File: src/rtl/ovs_pwm_pkg.sv
package ovs_pwm_pkg;
  typedef enum logic [1:0] {
    OVR_NONE = 2'd0,
    OVR_UV   = 2'd1,
    OVR_OV   = 2'd2
  } ovr_e;
endpackage

File: src/rtl/ovs_cycle_ctr.sv
module ovs_cycle_ctr #(
  parameter int CNT_W    = 10,
  parameter int DT_W     = 6,
  parameter int SMP_LOG2 = 2
) (
  input  logic             clk_i,
  input  logic             rst_ni,
  input  logic             en_i,
  input  logic [CNT_W-1:0] period_i,
  input  logic [CNT_W-1:0] duty_i,
  input  logic [DT_W-1:0]  dead_i,
  output logic             run_o,
  output logic [CNT_W-1:0] cnt_o,
  output logic [CNT_W-1:0] per_o,
  output logic [CNT_W-1:0] duty_o,
  output logic [DT_W-1:0]  dead_o,
  output logic             smp_o,
  output logic             last_o
);
  localparam int NSMP = 1 << SMP_LOG2;

  logic             run_q;
  logic [CNT_W-1:0] cnt_q, per_q, duty_q;
  logic [DT_W-1:0]  dead_q;
  logic [CNT_W-1:0] step;
  logic [NSMP-1:0]  hit;

  assign last_o = run_q && (cnt_q == per_q - 1'b1);

  always_ff @(posedge clk_i or negedge rst_ni) begin
    if (!rst_ni) begin
      run_q  <= 1'b0;
      cnt_q  <= '0;
      per_q  <= '0;
      duty_q <= '0;
      dead_q <= '0;
    end else if (!en_i) begin
      run_q <= 1'b0;
      cnt_q <= '0;
    end else if (!run_q || last_o) begin
      run_q  <= 1'b1;
      cnt_q  <= '0;
      per_q  <= period_i;
      duty_q <= duty_i;
      dead_q <= dead_i;
    end else begin
      cnt_q <= cnt_q + 1'b1;
    end
  end

  // evenly spaced sample points
  assign step = per_q >> SMP_LOG2;
  for (genvar k = 0; k < NSMP; k++) begin : g_smp
    assign hit[k] = (cnt_q == CNT_W'(k) * step);
  end

  assign smp_o  = run_q && (|hit);
  assign run_o  = run_q;
  assign cnt_o  = cnt_q;
  assign per_o  = per_q;
  assign duty_o = duty_q;
  assign dead_o = dead_q;
endmodule

File: src/rtl/ovs_override.sv
module ovs_override
  import ovs_pwm_pkg::*;
(
  input  logic clk_i,
  input  logic rst_ni,
  input  logic run_i,
  input  logic ovs_en_i,
  input  logic smp_i,
  input  logic last_i,
  input  logic uv_i,
  input  logic ov_i,
  output ovr_e ovr_o,
  output logic uv_evt_o,
  output logic ov_evt_o
);
  ovr_e ovr_q, ovr_d;

  always_comb begin
    ovr_d = ovr_q;
    if (!run_i || !ovs_en_i || last_i)   ovr_d = OVR_NONE;
    else if (smp_i && ov_i)              ovr_d = OVR_OV;  // over-limit wins
    else if (smp_i && uv_i)              ovr_d = OVR_UV;
    else if (ovr_q == OVR_OV && !ov_i)   ovr_d = OVR_NONE;
    else if (ovr_q == OVR_UV && !uv_i)   ovr_d = OVR_NONE;
  end

  always_ff @(posedge clk_i or negedge rst_ni) begin
    if (!rst_ni) begin
      ovr_q    <= OVR_NONE;
      uv_evt_o <= 1'b0;
      ov_evt_o <= 1'b0;
    end else begin
      ovr_q    <= ovr_d;
      uv_evt_o <= (ovr_d == OVR_UV) && (ovr_q != OVR_UV);
      ov_evt_o <= (ovr_d == OVR_OV) && (ovr_q != OVR_OV);
    end
  end

  assign ovr_o = ovr_q;
endmodule

File: src/rtl/ovs_gate_dt.sv
module ovs_gate_dt #(
  parameter int DT_W = 6
) (
  input  logic            clk_i,
  input  logic            rst_ni,
  input  logic            run_i,
  input  logic            req_hs_i,
  input  logic [DT_W-1:0] dead_i,
  output logic            hs_o,
  output logic            ls_o
);
  logic [DT_W-1:0] dt_q;

  always_ff @(posedge clk_i or negedge rst_ni) begin
    if (!rst_ni) begin
      hs_o <= 1'b0;
      ls_o <= 1'b0;
      dt_q <= '0;
    end else if (!run_i) begin
      hs_o <= 1'b0;
      ls_o <= 1'b0;
      dt_q <= '0;
    end else if (req_hs_i) begin
      if (ls_o) begin
        ls_o <= 1'b0;
        dt_q <= dead_i;
      end else if (!hs_o) begin
        if (dt_q == '0) hs_o <= 1'b1;
        else            dt_q <= dt_q - 1'b1;
      end
    end else begin
      if (hs_o) begin
        hs_o <= 1'b0;
        dt_q <= dead_i;
      end else if (!ls_o) begin
        if (dt_q == '0) ls_o <= 1'b1;
        else            dt_q <= dt_q - 1'b1;
      end
    end
  end
endmodule

File: src/rtl/ovs_pwm.sv
module ovs_pwm
  import ovs_pwm_pkg::*;
#(
  parameter int CNT_W    = 10,
  parameter int DT_W     = 6,
  parameter int MIN_LOW  = 4,
  parameter int SMP_LOG2 = 2
) (
  input  logic             clk_i,
  input  logic             rst_ni,
  input  logic             en_i,
  input  logic             ovs_en_i,
  input  logic [CNT_W-1:0] period_i,
  input  logic [CNT_W-1:0] duty_i,
  input  logic [DT_W-1:0]  dead_i,
  input  logic             uv_i,
  input  logic             ov_i,
  output logic             hs_o,
  output logic             ls_o,
  output logic             uv_evt_o,
  output logic             ov_evt_o
);
  localparam int XW = CNT_W + 1;

  logic             run, smp, last;
  logic [CNT_W-1:0] cnt, per, duty;
  logic [DT_W-1:0]  dead;
  logic [XW-1:0]    cap_x;
  logic [CNT_W-1:0] cap, lim;
  logic             req_hs;
  ovr_e             ovr;

  ovs_cycle_ctr #(.CNT_W(CNT_W), .DT_W(DT_W), .SMP_LOG2(SMP_LOG2)) u_ctr (
    .clk_i, .rst_ni, .en_i, .period_i, .duty_i, .dead_i,
    .run_o(run), .cnt_o(cnt), .per_o(per), .duty_o(duty), .dead_o(dead),
    .smp_o(smp), .last_o(last)
  );

  ovs_override u_ovr (
    .clk_i, .rst_ni, .run_i(run), .ovs_en_i, .smp_i(smp), .last_i(last),
    .uv_i, .ov_i, .ovr_o(ovr), .uv_evt_o, .ov_evt_o
  );

  // ceiling keeps room for dead time plus minimum low-side interval
  assign cap_x = {1'b0, per} - XW'(dead) - XW'(MIN_LOW);
  assign cap   = cap_x[CNT_W] ? '0 : cap_x[CNT_W-1:0];
  assign lim   = (duty < cap) ? duty : cap;

  always_comb begin
    unique case (ovr)
      OVR_UV:  req_hs = run && (cnt < cap);
      OVR_OV:  req_hs = 1'b0;
      default: req_hs = run && (cnt < lim);
    endcase
  end

  ovs_gate_dt #(.DT_W(DT_W)) u_gate (
    .clk_i, .rst_ni, .run_i(run), .req_hs_i(req_hs), .dead_i(dead),
    .hs_o, .ls_o
  );
endmodule

File: config.mk
export PLATFORM = sky130hd
export DESIGN_NAME = ovs_pwm
export DESIGN_NICKNAME = d
export VERILOG_FILES = /design/src/rtl/ovs_pwm_pkg.sv /design/src/rtl/ovs_cycle_ctr.sv /design/src/rtl/ovs_override.sv /design/src/rtl/ovs_gate_dt.sv /design/src/rtl/ovs_pwm.sv
export SDC_FILE = /design/constraint.sdc
export NUM_CORES = 1
export LEC_CHECK = 0
export BUFFER_PORTS_ARGS = -buffer_cell sky130_fd_sc_hd__buf_2
export CORE_UTILIZATION = 30
export DETAILED_ROUTE_END_ITERATION = 6
export SYNTH_ARGS = -nofsm -noshare
export SYNTH_HDL_FRONTEND = slang
export SYNTH_HIERARCHICAL = 1
export SYNTH_SLANG_ARGS = --single-unit
File: constraint.sdc
create_clock -name clk_i -period 7.7 [get_ports clk_i]
set_input_delay 0.385 -clock clk_i [delete_from_list [all_inputs] [get_ports clk_i]]
set_output_delay 0.385 -clock clk_i [all_outputs]
set_load 0.03 [all_outputs]
==> results of run 1 <==
[cells in the mapped netlist, drive strengths merged, types with 3 or more instances]
master / n
ha: 60
inv: 56
nand2: 56
dfrtp: 49
a21oi: 36
xor2: 35
o211ai: 32
nor2: 30
a31oi: 29
buf: 26
nor2b: 24
xnor2: 21
o21ai: 20
clkbuf: 18
nor3: 18
a41oi: 17
nand3: 17
nand4: 14
nor4: 7
o22ai: 7
and3: 6
mux2: 6
o21a: 6
a211oi: 5
a21o: 4
a22oi: 4
mux2i: 4
a2111oi: 3
nand2b: 3
nand3b: 3
o311ai: 3
o31a: 3
o31ai: 3
or3: 3
[worst max path at each step]
stage	start	endpoint	slack [ps]	cells past startpoint
2_1_floorplan	u_ctr/per_o[0]	u_gate/dt_q[0]	1960	27
3_3_place_gp	u_ctr/per_o[2]	u_gate/dt_q[0]	1080	24
3_5_place_dp	u_ctr/per_o[2]	u_gate/dt_q[0]	950	24
4_1_cts	u_ctr/per_o[2]	u_gate/dt_q[0]	920	24
5_1_grt	u_ctr/per_o[2]	u_gate/dt_q[0]	350	24
6_report	u_ctr/per_o[2]	u_gate/dt_q[0]	870	24
[routing by layer]
layer,vias up,wire length (microns)
met4,0,244
met2,111,7050
met5,-,0
met1,2358,7320
li1,2415,-
met3,19,691
[layout make-up]
type / instances / share of cell area [%]
timing repair buffer: 46 / 4.31
clock buffer: 6 / 2.32
clock inverter: 2 / 0.230
inverter: 56 / 3.52
tap: 229 / 4.79
sequential: 49 / 20.5
multi-input combinational: 507 / 64.3
[registers in the layout, indices dropped and copies added, names as in the netlist]
name            cells
u_ctr/run_o         1
u_ovr/ov_evt_o      1
u_gate/dt_q         6
u_gate/hs_o         1
u_ctr/dead_o        6
u_ctr/per_o        10
u_ovr/ovr_o         2
u_ovr/uv_evt_o      1
u_ctr/duty_o       10
u_ctr/cnt_o        10
u_gate/ls_o         1
[placed cells by master, fill, tap and decap left out, types with 3 or more instances in the layout]
master and count:
and3_1 5, o21ai_0 19, clkbuf_16 5, nor3_1 14
a21o_1 4, buf_2 35, xnor2_1 20, ha_1 60
xor2_1 34, mux2i_1 4, a41oi_2 11, nor3_4 3
inv_1 56, a211oi_1 4, o211ai_1 31, o31a_1 3
o21a_1 6, nor2b_1 23, dfrtp_1 49, nand2b_1 3
nand4_1 14, nand2_1 55, a31oi_1 29, mux2_4 6
o22ai_1 6, o31ai_1 3, nor4_1 7, nand3_1 17
nor2_1 30, a41oi_1 6, buf_4 11, a21oi_1 36
a22oi_1 4
[where the power goes]
group | switching (W) | internal, W | total, W
combinational | 0.000307 | 0.000236 | 0.000543
clock | 0.000108 | 0.000130 | 0.000238
sequential | 0.0000460 | 0.000283 | 0.000329
total | 0.000462 | 0.000649 | 0.00111
[worst max-delay path: stages, from the launching register on]
cell	delay (ps)
dfrtp_1	560
inv_1	80
ha_1	340
inv_1	50
ha_1	280
a21oi_1	290
nor3_1	140
nor4_1	280
mux2i_1	380
ha_1	330
a21oi_1	170
nand2_1	80
a221oi_2	430
o21a_1	520
mux2_4	340
ha_1	320
nand4_1	140
or3_4	400
a211oi_1	220
a211oi_1	110
a32o_1	310
mux2_4	400
and3_2	230
a31oi_1	130
o311ai_0	140
[metrics by stage]
step	hold WS (ps)	utilization (%)	cell area [sq um]	instances	total power, W
finish	206	33.3	5980	895	0.00111
global route	280	33.3	5980	895	0.00119
CTS	248	33.3	5980	895	0.00111
detailed placement	548	32.4	5820	887	0.000870
global placement	537	32.4	5820	887	0.000867
floorplan	89.4	-	5510	656	0.000749
[cells by family (layout without fill, tap and decap cells)]
family | after synthesis | count (layout) | synth area share [%]
compound gates | 190 | 190 | 25.7
simple gates | 189 | 189 | 18.0
buf+inv | 100 | 110 | 8.21
fa+ha+maj | 62 | 62 | 14.3
xor+xnor | 56 | 56 | 9.17
flops | 49 | 49 | 22.2
mux | 10 | 10 | 2.36
==> flow_metrics.py, run 1 <==
metrics = {
    "run_status": {
        "status": "finished clean",
    },
    "drt": {
        "routed_wl_microns": 15300,
        "via_per_inst": 5.48,
        "drc": 0,
        "dr.first_iter.drc_count": 422,
        "firstDrtPassIters": 5,
        "via_count": 4903,
        "wl_per_cell_microns": 17.1,
        "postRouteAntennaNets": 0,
    },
    "finish": {
        "nets": 759,
        "multiInputGateArea_sq_mm": 0.00384,
        "filler_cell_count": 1904,
        "diodes": 0,
        "ff_latch_area_sq_mm": 0.00123,
        "area_delta_synth_final_pct": 8.40,
        "layout-drive-gt1-share_pct": 13.8,
    },
    "sta": {
        "finalHoldViolations": 0,
        "finalSetupTns_ps": 0,
        "drv_slew": 0,
        "period_minus_slack_ps": 6830,
        "fin_crit_sh_pct": 88.6,
        "setup_viol": 0,
        "slew_headroom_pct": 32.9,
        "clock_skew_ps": 8.96,
        "rsz0062_at_grt": "false",
        "worst_pin_slew_ps": 1010,
        "finalWorstSetupSlack_ps": 874,
        "fmax_ghz": 0.147,
    },
    "clock_tree": {
        "clk_path_buf_depth": 2,
        "clock-sinks": 49,
        "path_clk_slew_ps": 80,
        "cts_made_buffers": 5,
        "postCtsSetupBuffers": 0,
        "ctsHoldBuffers": 0,
        "cts_tree": "done",
        "clk_latency_ps": 300,
        "ctsRootBufferMaster": "clkbuf_16",
        "htree_levels": 2,
        "cts_resized": 0,
    },
    "global_routing": {
        "grt_pass1_wl_microns": 24800,
        "met3_usage_pct": 2.58,
        "grt_pass1_vias": 4624,
        "grt_use_met2_pct": 27.7,
        "grt_max_degree": 56,
        "grt.total_usage_pct": 16.7,
        "antenna_found_initial": 0,
        "grt_use_met1_pct": 22.5,
        "grt_most_used_layer": "met2",
        "grt_overflow": 0,
    },
    "flow_run": {
        "drv_cap": 0,
    },
    "setup_path": {
        "reg2reg_depth": 24,
        "worst_r2r_endpoint": "u_gate/dt_q[0]",
        "critPathRequiredTime_ps": 7860,
        "start_kind": "flip-flop",
        "cp_max_fo": 14,
        "crit_arrival_ps": 6990,
        "r2r_slack_ps": 870,
        "endpoint_kind": "flip-flop",
        "worstReg2RegStart": "u_ctr/per_o[2]",
        "criticalPathCategory": "reg -> reg",
    },
    "placement": {
        "place_congestion": 0.907,
        "dp_hpwl_microns": 10800,
        "numPortBuffers": 35,
        "pre_cts_ws_ps": 951,
    },
    "logic_synthesis": {
        "yosysWarningCount": 6,
        "synth_ff_type": "dfrtp_1",
        "ys_ff_latch": 49,
        "syn_area_per_cell_sq_um": 8.41,
        "synth-async-reset-ratio_pct": 100,
        "synth_edf_count": 0,
        "synth_top_area_share_pct": 22.2,
        "synthesis.area_sq_mm": 0.00551,
        "synth_area_leaders": "dfrtp_1 22%, ha_1 14%, xor2_1 5.4%",
        "post-synth-top-area-cell": "dfrtp_1",
        "syn_inst": 656,
        "synthDistinctLibCells": 75,
        "seq_area_frac_synth_pct": 22.2,
        "syn_nets": 750,
    },
    "floorplan": {
        "io_pins": 36,
        "start_util_pct": 30.7,
        "fp.dieH_microns": 138,
        "rows": 49,
        "chipWidth_microns": 138,
        "die_area_sq_mm": 0.0189,
        "coreArea_sq_mm": 0.0180,
    },
    "power": {
        "p_leak_nw": 2.69,
        "vdd_drop_max_mv": 0.0965,
        "power.density_mw_per_mm2": 186,
    },
    "min_path": {
        "holdCritPathClass": "in -> async",
    },
}
Note: power is estimated with default switching activity, not from simulation.
==> run 2: changes to the inputs <==
--- a/config.mk
+++ b/config.mk
@@ -8,3 +8,3 @@
 export BUFFER_PORTS_ARGS = -buffer_cell sky130_fd_sc_hd__buf_2
-export CORE_UTILIZATION = 30
+export CORE_UTILIZATION = 45
 export DETAILED_ROUTE_END_ITERATION = 6
==> constraint.sdc (replaced) <==
create_clock -name clk_i -period 7.7 [get_ports clk_i]
set_input_delay 1.155 -clock clk_i [delete_from_list [all_inputs] [get_ports clk_i]]
set_output_delay 1.155 -clock clk_i [all_outputs]
set_load 0.03 [all_outputs]
==> run 2 against run 1 <==
Critical path depth did not move. Combinational power rose by 0.7%. Core utilization rose by 16 points. Die area fell by 33%. Clock skew fell by 3.2 ps. First-iteration DRC count fell by 17%. Design area fell by 2.4%. Critical path type unchanged. Sequential share of layout area rose by 0.50 points. Critical endpoint unchanged. Fmax fell by 0.74%. Non-clock buffer count fell by 4. Sequential power barely moved.
==> flow_metrics.py, run 2 (synthesis results as in run 1) <==
metrics = {
    "run_status": {
        "status": "finished clean",
    },
    "setup_path": {
        "worst-path-stages": 24,
        "critPathMostFrequentCell": "ha_1",
        "slowest_delay_ps": 560,
        "crit_arrival_ps": 7040,
        "cp_cell_sequence": "inv_1 > ha_1 > inv_1 > ha_1 > a21oi_1 > nor3_1 > nor4_1 > mux2i_1 > ha_1 > a21oi_1 > nand2_1 > a221oi_2 > o21a_1 > mux2_4 > ha_1 > nand4_1 > or3_4 > a211oi_1 > a211oi_1 > a32o_1 > mux2_4 > and3_2 > a31oi_1 > o311ai_0",
        "worst_r2r_endpoint": "u_gate/dt_q[0]",
        "criticalPathCategory": "reg -> reg",
        "cp_max_fo": 14,
        "start_kind": "flip-flop",
        "reg2reg_depth": 24,
        "r2r_slack_ps": 820,
        "crit_family": "compound AO/OA/AOI/OAI gates",
        "crit_buf_inv": 2,
        "endpoint_kind": "flip-flop",
        "cpMaxStageDelayCell": "dfrtp_1",
        "worstReg2RegStart": "u_ctr/per_o[2]",
        "critPathRequiredTime_ps": 7860,
    },
    "placement": {
        "pre_cts_ws_ps": 901,
        "numPortBuffers": 35,
        "dp.cells": 801,
        "dp_hpwl_microns": 10700,
        "place_congestion": 0.946,
        "place_area_sq_mm": 0.00569,
    },
    "finish": {
        "filler_cell_count": 1161,
        "stdcell_count": 809,
        "layout_commonest_cell": "ha_1",
        "diodes": 0,
        "layout-drive-gt1-share_pct": 13.1,
        "layout_common_cells": "60 x ha_1, 56 x inv_1, 55 x nand2_1",
        "nets": 755,
        "area_delta_synth_final_pct": 5.83,
        "final_cell_area_sq_mm": 0.00584,
    },
    "global_routing": {
        "grt_max_degree": 56,
        "grt_pass1_wl_microns": 25100,
        "grt.total_usage_pct": 24.9,
        "antenna_found_initial": 0,
        "grt_pass1_vias": 4789,
        "grt_overflow": 0,
    },
    "sta": {
        "finalWorstSetupSlack_ps": 823,
        "fmax_ghz": 0.145,
        "setup_viol": 0,
        "period_minus_slack_ps": 6880,
        "drv_slew": 0,
        "slew_headroom_pct": 14.6,
        "finalHoldViolations": 0,
        "fin_crit_sh_pct": 89.3,
        "worst_pin_slew_ps": 1270,
        "rsz0062_at_grt": "false",
        "clock_skew_ps": 5.80,
        "finalSetupTns_ps": 0,
    },
    "min_path": {
        "min_from": "u_gate/dt_q[5]",
        "holdCritPathClass": "reg -> reg",
        "min_to": "u_gate/dt_q[5]",
        "whs_path_depth": 2,
    },
    "power": {
        "p_leak_nw": 2.66,
        "vdd_drop_max_mv": 0.165,
        "power.density_mw_per_mm2": 189,
        "power_w": 0.00111,
    },
    "floorplan": {
        "die_area_sq_mm": 0.0127,
        "rows": 40,
        "start_util_pct": 46.1,
        "chipWidth_microns": 113,
        "io_pins": 36,
        "coreArea_sq_mm": 0.0120,
        "fp.dieH_microns": 113,
    },
    "clock_tree": {
        "clock-sinks": 49,
        "clk_path_buf_depth": 2,
        "path_clk_slew_ps": 70,
        "clk_latency_ps": 300,
        "ctsRootBufferMaster": "clkbuf_16",
        "cts_resized": 0,
        "ctsHoldBuffers": 0,
        "postCtsSetupBuffers": 0,
        "cts_made_buffers": 5,
        "cts_tree": "done",
        "htree_levels": 2,
    },
    "drt": {
        "via_count": 4989,
        "postRouteAntennaNets": 0,
        "wl_per_cell_microns": 18.8,
        "routed_wl_microns": 15200,
        "drc": 0,
        "via_per_inst": 6.17,
        "firstDrtPassIters": 5,
        "dr.first_iter.drc_count": 350,
    },
    "flow_run": {
        "drv_cap": 0,
    },
}
==> run 2: cell count changes in the layout (fill, tap and decap cells not counted) <==
cell	previous run	this run
clkinv_2	1	0
clkinvlp_4	0	2
clkbuf_8	1	0
clkinv_4	1	0
clkbuf_1	0	1
buf_4	11	7
==> run 2: worst max-delay path by stage <==
stage / slack (ps) / start / end
6_report: 820 / u_ctr/per_o[2] / u_gate/dt_q[0]
5_1_grt: 400 / u_ctr/per_o[2] / u_gate/dt_q[0]
4_1_cts: 870 / u_ctr/per_o[2] / u_gate/dt_q[0]
3_5_place_dp: 900 / u_ctr/per_o[2] / u_gate/dt_q[0]
3_3_place_gp: 1040 / u_ctr/per_o[2] / u_gate/dt_q[0]
2_1_floorplan: 1960 / u_ctr/per_o[0] / u_gate/dt_q[0]
==> run 2: where the power goes <==
group / switching (W) / leakage [nW] / internal, W / total [W]
logic: 0.000312 / 2.03 / 0.000235 / 0.000547
registers: 0.0000461 / 0.568 / 0.000283 / 0.000329
clock network: 0.000108 / 0.0631 / 0.000121 / 0.000229
total: 0.000466 / 2.66 / 0.000639 / 0.00111
==> run 2: worst register-to-register path, cell delays in order (launching register included) <==
cell      delay (ps)
dfrtp_1          560
inv_1             90
ha_1             330
inv_1             50
ha_1             280
a21oi_1          300
nor3_1           140
nor4_1           300
mux2i_1          410
ha_1             340
a21oi_1          150
nand2_1           80
a221oi_2         420
o21a_1           500
mux2_4           350
ha_1             310
nand4_1          120
or3_4            400
a211oi_1         270
a211oi_1         120
a32o_1           330
mux2_4           410
and3_2           230
a31oi_1          130
o311ai_0         130
==> run 2: area by class of cell <==
type	instances	area (sq um)	share of cell area [%]
Clock buffer	6	129	2.21
Inverter	56	210	3.60
Multi-Input combinational cell	507	3840	65.9
Tap cell	147	184	3.15
Clock inverter	2	15.0	0.257
Sequential cell	49	1230	21.0
Timing Repair Buffer	42	228	3.90
==> run 2: per-stage QoR <==
stage / utilization, % / hold WS (ps)
after floorplan: - / 508
after global placement: 47.6 / 538
after detailed placement: 47.6 / 570
after CTS: 48.8 / 588
after global routing: 48.8 / 631
final: 48.8 / 583
==> run 2: layer usage <==
layer / track usage, % / wire [microns] / share of wire, %
met1: 35.5 / 7140 / 47
met2: 39.6 / 7000 / 46
met3: 2.95 / 802 / 5.3
met4: 7.64 / 237 / 1.6
met5: 0 / 0 / 0
